**config.mk**
```make
export PLATFORM = sky130hd
export DESIGN_NAME = mclk_ratio_detect
export DESIGN_NICKNAME = d
export VERILOG_FILES = /design/src/rtl/mclk_ratio_pkg.sv /design/src/rtl/fsync_sync.sv /design/src/rtl/period_counter.sv /design/src/rtl/ratio_classifier.sv /design/src/rtl/lock_ctrl.sv /design/src/rtl/mclk_ratio_detect.sv
export SDC_FILE = /design/constraint.sdc
export NUM_CORES = 1
export LEC_CHECK = 0
export BUFFER_PORTS_ARGS = -buffer_cell sky130_fd_sc_hd__clkbuf_2
export CAP_MARGIN = 20
export CORE_AREA = 3 3 74 76
export CTS_BUF_LIST = sky130_fd_sc_hd__clkbuf_4 sky130_fd_sc_hd__clkbuf_8
export DETAILED_ROUTE_END_ITERATION = 10
export DIE_AREA = 0 0 77 79
export PLACE_DENSITY = 0.58
export SLEW_MARGIN = 25
export SYNTH_ARGS = -nofsm -noshare
export SYNTH_HDL_FRONTEND = slang
export SYNTH_SLANG_ARGS = --single-unit
export TNS_END_PERCENT = 5
```
**constraint.sdc**
```tcl
create_clock -name clk -period 2.7 [get_ports clk]
set_input_delay 0.54 -clock clk [delete_from_list [all_inputs] [get_ports clk]]
set_output_delay 0.54 -clock clk [all_outputs]
set_load 0.01 [all_outputs]
```
**src/rtl/mclk_ratio_pkg.sv**
```systemverilog
package mclk_ratio_pkg;

  // Nominal cycle count for ratio index i: base, 1.5*base, 2*base, 3*base, ...
  function automatic int nominal_count(input int base, input int idx);
    int r;
    if ((idx % 2) == 0) r = base << (idx / 2);
    else                r = ((base * 3) / 2) << (idx / 2);
    return r;
  endfunction

  function automatic int max_nominal(input int base, input int n);
    return nominal_count(base, n - 1);
  endfunction

endpackage

```
**src/rtl/fsync_sync.sv**
```systemverilog
module fsync_sync #(
  parameter int STAGES = 2
) (
  input  logic clk,
  input  logic rst,
  input  logic async_i,
  output logic rise_o
);
  logic [STAGES-1:0] chain_q;
  logic              last_q;

  always_ff @(posedge clk) begin
    if (rst) begin
      chain_q <= '0;
      last_q  <= 1'b0;
    end else begin
      chain_q <= {chain_q[STAGES-2:0], async_i};
      last_q  <= chain_q[STAGES-1];
    end
  end

  assign rise_o = chain_q[STAGES-1] & ~last_q;
endmodule

```
**src/rtl/period_counter.sv**
```systemverilog
module period_counter #(
  parameter int CNT_W   = 10,
  parameter int SAT_VAL = 801
) (
  input  logic             clk,
  input  logic             rst,
  input  logic             edge_i,
  output logic             meas_vld_o,
  output logic             meas_ovf_o,
  output logic [CNT_W-1:0] meas_val_o
);
  localparam logic [CNT_W-1:0] SAT = CNT_W'(SAT_VAL);

  logic [CNT_W-1:0] cnt_q;
  logic [CNT_W-1:0] cnt_inc;
  logic             armed_q;

  assign cnt_inc = (cnt_q == SAT) ? cnt_q : cnt_q + 1'b1;

  always_ff @(posedge clk) begin
    if (rst) begin
      cnt_q      <= '0;
      armed_q    <= 1'b0;
      meas_vld_o <= 1'b0;
      meas_ovf_o <= 1'b0;
      meas_val_o <= '0;
    end else begin
      meas_vld_o <= 1'b0;
      meas_ovf_o <= 1'b0;
      if (edge_i) begin
        cnt_q   <= '0;
        armed_q <= 1'b1;
        if (armed_q) begin
          meas_vld_o <= 1'b1;
          meas_val_o <= cnt_inc;
        end
      end else begin
        cnt_q <= cnt_inc;
        if (armed_q && (cnt_inc == SAT)) begin
          meas_vld_o <= 1'b1;
          meas_ovf_o <= 1'b1;
          meas_val_o <= cnt_inc;
          armed_q    <= 1'b0;
        end
      end
    end
  end
endmodule

```
**src/rtl/ratio_classifier.sv**
```systemverilog
module ratio_classifier
  import mclk_ratio_pkg::*;
#(
  parameter int CNT_W      = 10,
  parameter int CODE_W     = 3,
  parameter int NUM_RATIOS = 6,
  parameter int BASE       = 128,
  parameter int TOL        = 32
) (
  input  logic              clk,
  input  logic              rst,
  input  logic              meas_vld_i,
  input  logic              meas_ovf_i,
  input  logic [CNT_W-1:0]  meas_val_i,
  output logic              cls_vld_o,
  output logic              cls_ok_o,
  output logic [CODE_W-1:0] cls_code_o
);
  logic [NUM_RATIOS-1:0] hit;
  logic [CODE_W-1:0]     pick;

  for (genvar k = 0; k < NUM_RATIOS; k++) begin : g_win
    localparam int NOM = nominal_count(BASE, k);
    localparam logic [CNT_W-1:0] LO = CNT_W'(NOM - TOL);
    localparam logic [CNT_W-1:0] HI = CNT_W'(NOM + TOL);
    assign hit[k] = (meas_val_i >= LO) && (meas_val_i <= HI);
  end

  // lowest matching ratio has priority
  always_comb begin
    pick = '0;
    for (int i = NUM_RATIOS - 1; i >= 0; i--) begin
      if (hit[i]) pick = CODE_W'(i);
    end
  end

  always_ff @(posedge clk) begin
    if (rst) begin
      cls_vld_o  <= 1'b0;
      cls_ok_o   <= 1'b0;
      cls_code_o <= '0;
    end else begin
      cls_vld_o <= meas_vld_i;
      if (meas_vld_i) begin
        cls_ok_o   <= ~meas_ovf_i && (|hit);
        cls_code_o <= pick;
      end
    end
  end
endmodule

```
**src/rtl/lock_ctrl.sv**
```systemverilog
module lock_ctrl #(
  parameter int CODE_W = 3
) (
  input  logic              clk,
  input  logic              rst,
  input  logic              cls_vld_i,
  input  logic              cls_ok_i,
  input  logic [CODE_W-1:0] cls_code_i,
  output logic              mute_o,
  output logic              shutdown_o,
  output logic [CODE_W-1:0] ratio_o
);
  logic [CODE_W-1:0] cand_q;
  logic              streak_q;

  always_ff @(posedge clk) begin
    if (rst) begin
      mute_o     <= 1'b1;
      shutdown_o <= 1'b1;
      ratio_o    <= '0;
      cand_q     <= '0;
      streak_q   <= 1'b0;
    end else if (cls_vld_i) begin
      if (!cls_ok_i) begin
        mute_o     <= 1'b1;
        shutdown_o <= 1'b1;
        streak_q   <= 1'b0;
      end else if (streak_q && (cls_code_i == cand_q)) begin
        mute_o     <= 1'b0;
        shutdown_o <= 1'b0;
        ratio_o    <= cls_code_i;
      end else begin
        mute_o   <= 1'b1;
        cand_q   <= cls_code_i;
        streak_q <= 1'b1;
      end
    end
  end
endmodule

```
**src/rtl/mclk_ratio_detect.sv**
```systemverilog
module mclk_ratio_detect
  import mclk_ratio_pkg::*;
#(
  parameter int BASE        = 128,
  parameter int NUM_RATIOS  = 6,
  parameter int TOL         = 32,
  parameter int SYNC_STAGES = 2
) (
  input  logic       clk,
  input  logic       rst,
  input  logic       fsync_in,
  output logic       mute_o,
  output logic       shutdown_o,
  output logic [2:0] ratio_o
);
  localparam int CODE_W  = (NUM_RATIOS > 1) ? $clog2(NUM_RATIOS) : 1;
  localparam int SAT_VAL = max_nominal(BASE, NUM_RATIOS) + TOL + 1;
  localparam int CNT_W   = $clog2(SAT_VAL + 1);

  logic              fs_rise;
  logic              meas_vld, meas_ovf;
  logic [CNT_W-1:0]  meas_val;
  logic              cls_vld, cls_ok;
  logic [CODE_W-1:0] cls_code;
  logic [CODE_W-1:0] ratio_int;

  fsync_sync #(.STAGES(SYNC_STAGES)) u_sync (
    .clk(clk), .rst(rst), .async_i(fsync_in), .rise_o(fs_rise)
  );

  period_counter #(.CNT_W(CNT_W), .SAT_VAL(SAT_VAL)) u_cnt (
    .clk(clk), .rst(rst), .edge_i(fs_rise),
    .meas_vld_o(meas_vld), .meas_ovf_o(meas_ovf), .meas_val_o(meas_val)
  );

  ratio_classifier #(
    .CNT_W(CNT_W), .CODE_W(CODE_W), .NUM_RATIOS(NUM_RATIOS),
    .BASE(BASE), .TOL(TOL)
  ) u_cls (
    .clk(clk), .rst(rst), .meas_vld_i(meas_vld), .meas_ovf_i(meas_ovf),
    .meas_val_i(meas_val), .cls_vld_o(cls_vld), .cls_ok_o(cls_ok),
    .cls_code_o(cls_code)
  );

  lock_ctrl #(.CODE_W(CODE_W)) u_lock (
    .clk(clk), .rst(rst), .cls_vld_i(cls_vld), .cls_ok_i(cls_ok),
    .cls_code_i(cls_code), .mute_o(mute_o), .shutdown_o(shutdown_o),
    .ratio_o(ratio_int)
  );

  assign ratio_o = 3'(ratio_int);
endmodule

```
# After elaboration in Yosys (flattened, before gate mapping)
# Cells that the tools add are included.
# word_totals
register_bits	40
output_inout_bits	5
elab_cells	76
# op_classes
n_mux	21
magnitude_cmp	12
eq_ne	6
add_sub_neg	1
reduce_logical	17
bitwise_logic	4
# ops
cell	n
10-bit two-way mux	4
10-bit == test (second input constant)	2
10-bit by 8-bit >= comparator with 1-bit output (second input constant)	2
10-bit by 9-bit >= comparator with 1-bit output (second input constant)	2
10-bit less-or-equal comparator (second input constant)	2
10-bit by 8-bit less-or-equal comparator with 1-bit output (second input constant)	2
10-bit by 9-bit less-or-equal comparator with 1-bit output (second input constant)	2
3-bit two-way mux	6
1-bit two-way mux	11
10-bit by 1-bit adder with 10-bit output (second input constant)	1
10-bit >= comparator (second input constant)	1
10-bit by 7-bit >= comparator with 1-bit output (second input constant)	1
1-bit logical AND	9
2-bit AND reduction	3
3-bit AND reduction	2
6-bit OR reduction	1
2-bit by 1-bit inequality test with 1-bit output (second input constant)	2
3-bit == test	1
1-bit inverter	3
2-bit inequality test (second input constant)	1
2-bit nonzero test	1
2-bit OR reduction	1
1-bit bitwise AND	1

# Depth between registers and ports, before layout
# logic_depth
word_depth	8
mapped_depth	10
ltp_nobuf	8

# Cells and area by module
# Synthesis repeated with hierarchy kept, for this count alone.
# unflattened
hier_cells	256
hier_area_um2	2213.4
# by_module_without_submodules
module	seq_area_each_um2	area_each_um2	cells_each	n_inst
period_counter	460.4	1305.0	154	1
ratio_classifier	100.1	416.6	51	1
lock_ctrl	180.2	404.1	44	1
fsync_sync	60.1	87.6	7	1

# Least setup slack after synthesis
# No wires, ideal clock.
# synth_timing
path_type	reg2reg
startpoint	reg u_cnt.cnt_q[1]
endpoint	reg u_cnt.meas_val_o[6]
setup_slack_ps	601
arrival_ps	2020
stages_incl_launch_ff	11
setup_ps	79
cell_sequence	dfxtp_1 -> buf_2 -> inv_1 -> ha_1 -> nor4b_2 -> nand3b_2 -> mux2i_1 -> a41oi_4 -> buf_6 -> nor2_1 -> a211oi_2
# synth_via
elab_chain_len	6
word_cells_on_any_way	10
classes_between	add/sub: 1; eq/ne: 2; mux: 4; reduce/logical: 3
# synth_lines
item	line	rtl
start: declaration	period_counter.sv:14	logic [CNT_W-1:0] cnt_q;
start signal: assignment	period_counter.sv:38	cnt_q <= cnt_inc;
10-bit by 1-bit adder with 10-bit output / 10-bit == test (equally long branches)	period_counter.sv:18	assign cnt_inc = (cnt_q == SAT) ? cnt_q : cnt_q + 1'b1;
10-bit two-way mux (*)	period_counter.sv:18	
10-bit == test	period_counter.sv:39	if (armed_q && (cnt_inc == SAT)) begin
1-bit logical AND	period_counter.sv:39	
2-bit nonzero test (no source line)	n/a	
2-bit AND reduction (no source line)	n/a	
end signal: assignment	period_counter.sv:35	meas_val_o <= cnt_inc;
end signal: assignment	period_counter.sv:42	meas_val_o <= cnt_inc;
end: declaration	period_counter.sv:10	output logic [CNT_W-1:0] meas_val_o
# Every way passes the cells marked *; elsewhere a longest branch is shown, timed or not. The select of a mux whose other input is x is not followed.
# A chain may end at the register's enable or synchronous reset.

# Final worst setup path
# layout_timing
startpoint	reg u_cnt.cnt_q[0]
endpoint	reg u_cnt.meas_val_o[0]
# The elaborated chain is that of the path after synthesis.

==> flow_metrics.tcl <==
set metrics [dict create \
    status "finished, final reports clean" \
    arrival_ns 2.72 \
    r2r_cells 7 \
    fmax_mhz 403.4 \
    path_clk_slew_ns 0.09 \
    synth_top_area_frac 0.4103 \
    p_int_uw 898.5 \
    core_area_um2 4786 \
    path_max_fanout 16 \
    grt_pass1_wl_um 6348 \
    hold_viol_final 0 \
    setup_violations 0 \
    synthesis.area_um2 1952 \
    syn_inst 218 \
    final_layout_size_suffix_gt1_frac 0.1473 \
    drv_slew 0 \
    synth_fp_nets 223 \
    met2_length_um 1618 \
    yosysMostFrequentCell "dfxtp_1" \
    p_per_area_nw_per_um2 543.9 \
    whs_path_depth 2 \
    worstSetupPathType "reg -> reg" \
    cts-resized-gates 0 \
    place_ws_ns 0.2229 \
    drc 0 \
    yosysTopAreaCell "dfxtp_1" \
    finalWirelength_um 3720 \
    rows 25 \
    max_stage_delay_ns 0.61 \
    io_pins 8 \
    ys_types 52 \
    p_sw_frac 0.2328 \
    holdCritStartpoint "fsync_in" \
    cp_cell_sequence "ha_1, nor4b_2, nand3b_2, mux2i_1, a41oi_4, mux2_4, nor2_2" \
    fin_crit_sh 0.9180 \
    met3WireLength_um 148 \
    synth_edf_count 0 \
    hpwl_um 2624 \
    gr-total-overflow 0 \
    synth_common_cells "dfxtp_1, nor2_1, nor2b_1" \
    cts_max_path_buffers 2 \
    drt_iter0_drc 114 \
    top_layer "met4" \
    r2r-end "u_cnt.meas_val_o[0]$_SDFFE_PP0P_" \
    fin_skew_ns 0.009304 \
    drt.antenna.violating_nets 0 \
    ir_drop_mv 0.2986 \
    postLayoutCellArea_um2 2153 \
    crit_required_ns 2.94 \
    dr.pass1.iters 4 \
    synthToLayoutAreaGrowth_pct 10.32 \
    io_buffers 7 \
    power_frac_seq 0.519 \
    p_total_mw 1.171 \
    rsz0062_at_grt "no" \
    ys_seq_elements 40 \
    dieArea_um2 6083 \
    synth_area_leaders "dfxtp_1, nor2_1, nor2b_1" \
    clk-insertion-delay-late_ns 0.30 \
    track_usage 0.1320 \
    cts_made_buffers 5 \
    first_global_vias 1315 \
    cts_setup_buffers 0 \
    post_drt_wl_per_cell_um 12.78 \
    diodes 0 \
    leakage_nw 0.8468 \
    slew_headroom 0.5792 \
    fin_nets 228 \
    antenna_found_initial 0 \
    cap_violations 0 \
    cts_tree "yes" \
    start_util 0.4078 \
    wl_met1_um 1871 \
    hp-class "in -> reg" \
    async_flop_share 0 \
    r2r-start "u_cnt.cnt_q[0]$_SDFF_PP0_" \
    setup_ws_ns 0.2213 \
    gp_congestion 0.7788 \
    tightest_slew_ns 0.6292 \
    cts.sink_count 40 \
    grt_max_degree 23 \
    layout_min_cycle_time_ns 2.479 \
    r2r_slack_ns 0.22 \
    critPathLaunchType "register" \
    fin_setup_tns_ns 0 \
    yosys_warnings 0 \
    viasPerCell 5.093 \
    p_sw_uw 272.6 \
    end_kind "register" \
    via_count 1482 \
    cts.hold.buffers_added 0 \
    crit_slowest_cell "a41oi_4" \
    hold_end "u_sync.chain_q[0]$_SDFF_PP0_" \
    clock_power_share 0.431 \
    comb_power_share 0.049 \
    synth-seq-area-share 0.4103 \
    synth.avg_cell_area_um2 8.954 \
    cts_root_buf "clkbuf_8" \
    ys.flop_type "dfxtp_1" \
    postPlaceCellArea_um2 2038 \
    die_h_um 79 \
    n_fill_cell 468 \
    die_x_um 77 \
    htreeDepth 2 \
]
## placed cells by master (no fill, tap or decap), types with 3 or more instances in the layout
cell and count:
xnor2_1 5, and3_1 4, nor2_1 25, o21ai_0 4, nand4_1 3, nand2_1 11
nand2b_1 4, dfxtp_1 40, nand3_1 12, inv_1 11, xor2_1 7, a31oi_1 3
buf_4 3, nor3_1 3, clkbuf_8 5, nand3b_1 3, mux2i_1 8, clkbuf_2 7
nor2b_1 15, a211oi_2 3, a21oi_1 12
## metrics by stage
| stage | hold slack [ns] | util | instances |
|---|---|---|---|
| 2_1_floorplan | 0.4138 | - | 218 |
| 3_3_place_gp | 0.4409 | 0.4259 | 283 |
| 3_5_place_dp | 0.4480 | 0.4259 | 283 |
| 4_1_cts | 0.4419 | 0.4499 | 291 |
| 5_1_grt | 0.4530 | 0.4499 | 291 |
| 6_report | 0.4468 | 0.4499 | 291 |
## cells by family (layout without fill, tap and decap cells)
logic type / Yosys count / count (layout) / synth area share
AND/OR/NAND/NOR: 90 / 90 / 0.2481
AO/OA/AOI/OAI: 42 / 42 / 0.1769
flip-flops: 40 / 40 / 0.4103
buffers and inverters: 23 / 29 / 0.04936
XOR/XNOR: 12 / 12 / 0.05385
multiplexers: 9 / 9 / 0.04872
adder cells (fa/ha/maj): 2 / 2 / 0.01282
## how the worst max path moves through the flow
stage	slack, ns	cells after the start	end	startpoint
after floorplan	0.60	10	u_cnt.meas_val_o[6]$_SDFFE_PP0P_	u_cnt.cnt_q[1]$_SDFF_PP0_
after global placement	0.25	7	u_cnt.meas_val_o[0]$_SDFFE_PP0P_	u_cnt.cnt_q[0]$_SDFF_PP0_
after detailed placement	0.22	7	u_cnt.meas_val_o[0]$_SDFFE_PP0P_	u_cnt.cnt_q[0]$_SDFF_PP0_
after CTS	0.21	7	u_cnt.meas_val_o[0]$_SDFFE_PP0P_	u_cnt.cnt_q[0]$_SDFF_PP0_
after global routing	0.003	7	u_cnt.meas_val_o[0]$_SDFFE_PP0P_	u_cnt.cnt_q[0]$_SDFF_PP0_
final	0.22	7	u_cnt.meas_val_o[0]$_SDFFE_PP0P_	u_cnt.cnt_q[0]$_SDFF_PP0_
## critical path: cells and delay by family (launching register included)
family,cells,cell delay (ns)
mux,2,0.56
fa+ha+maj,1,0.18
flops,1,0.48
simple gates,3,0.59
compound gates,1,0.61
## power by group through the flow
stage	combinational, mW	sequential, mW	clock [mW]
global placement	0.0574	0.622	0
detailed placement	0.0574	0.622	0
finish	0.0576	0.608	0.505
CTS	0.0577	0.608	0.520
global route	0.0639	0.610	0.549
floorplan	0.0507	0.615	0
## registers in the layout, summed over array words and instances, names as in the netlist
name	cells
u_lock.ratio_o	3
u_cnt.cnt_q	10
u_sync.chain_q	2
u_cls.cls_ok_o	1
u_cnt.armed_q	1
u_cnt.meas_val_o	10
u_lock.shutdown_o	1
u_cls.cls_vld_o	1
u_cnt.meas_vld_o	1
u_cnt.meas_ovf_o	1
u_cls.cls_code_o	3
u_lock.streak_q	1
u_lock.cand_q	3
u_sync.last_q	1
u_lock.mute_o	1
## layout make-up
class,count,area [um2],area share
Clock buffer,5,68.82,0.03196
Clock inverter,3,46.29,0.02150
Inverter,11,41.29,0.01917
Tap cell,67,83.83,0.03893
Sequential cell,40,800.8,0.3719
Multi-Input combinational cell,155,1055,0.4898
Timing Repair Buffer,10,57.56,0.02673
## layer usage
metal / GRT usage / vias to the layer above
li1: - / 763
met2: 0.1908 / 23
met3: 0.03401 / 9
met5: 0 / -
met4: 0.06050 / 0
met1: 0.1837 / 687
Power figures use the tool's default switching activity.
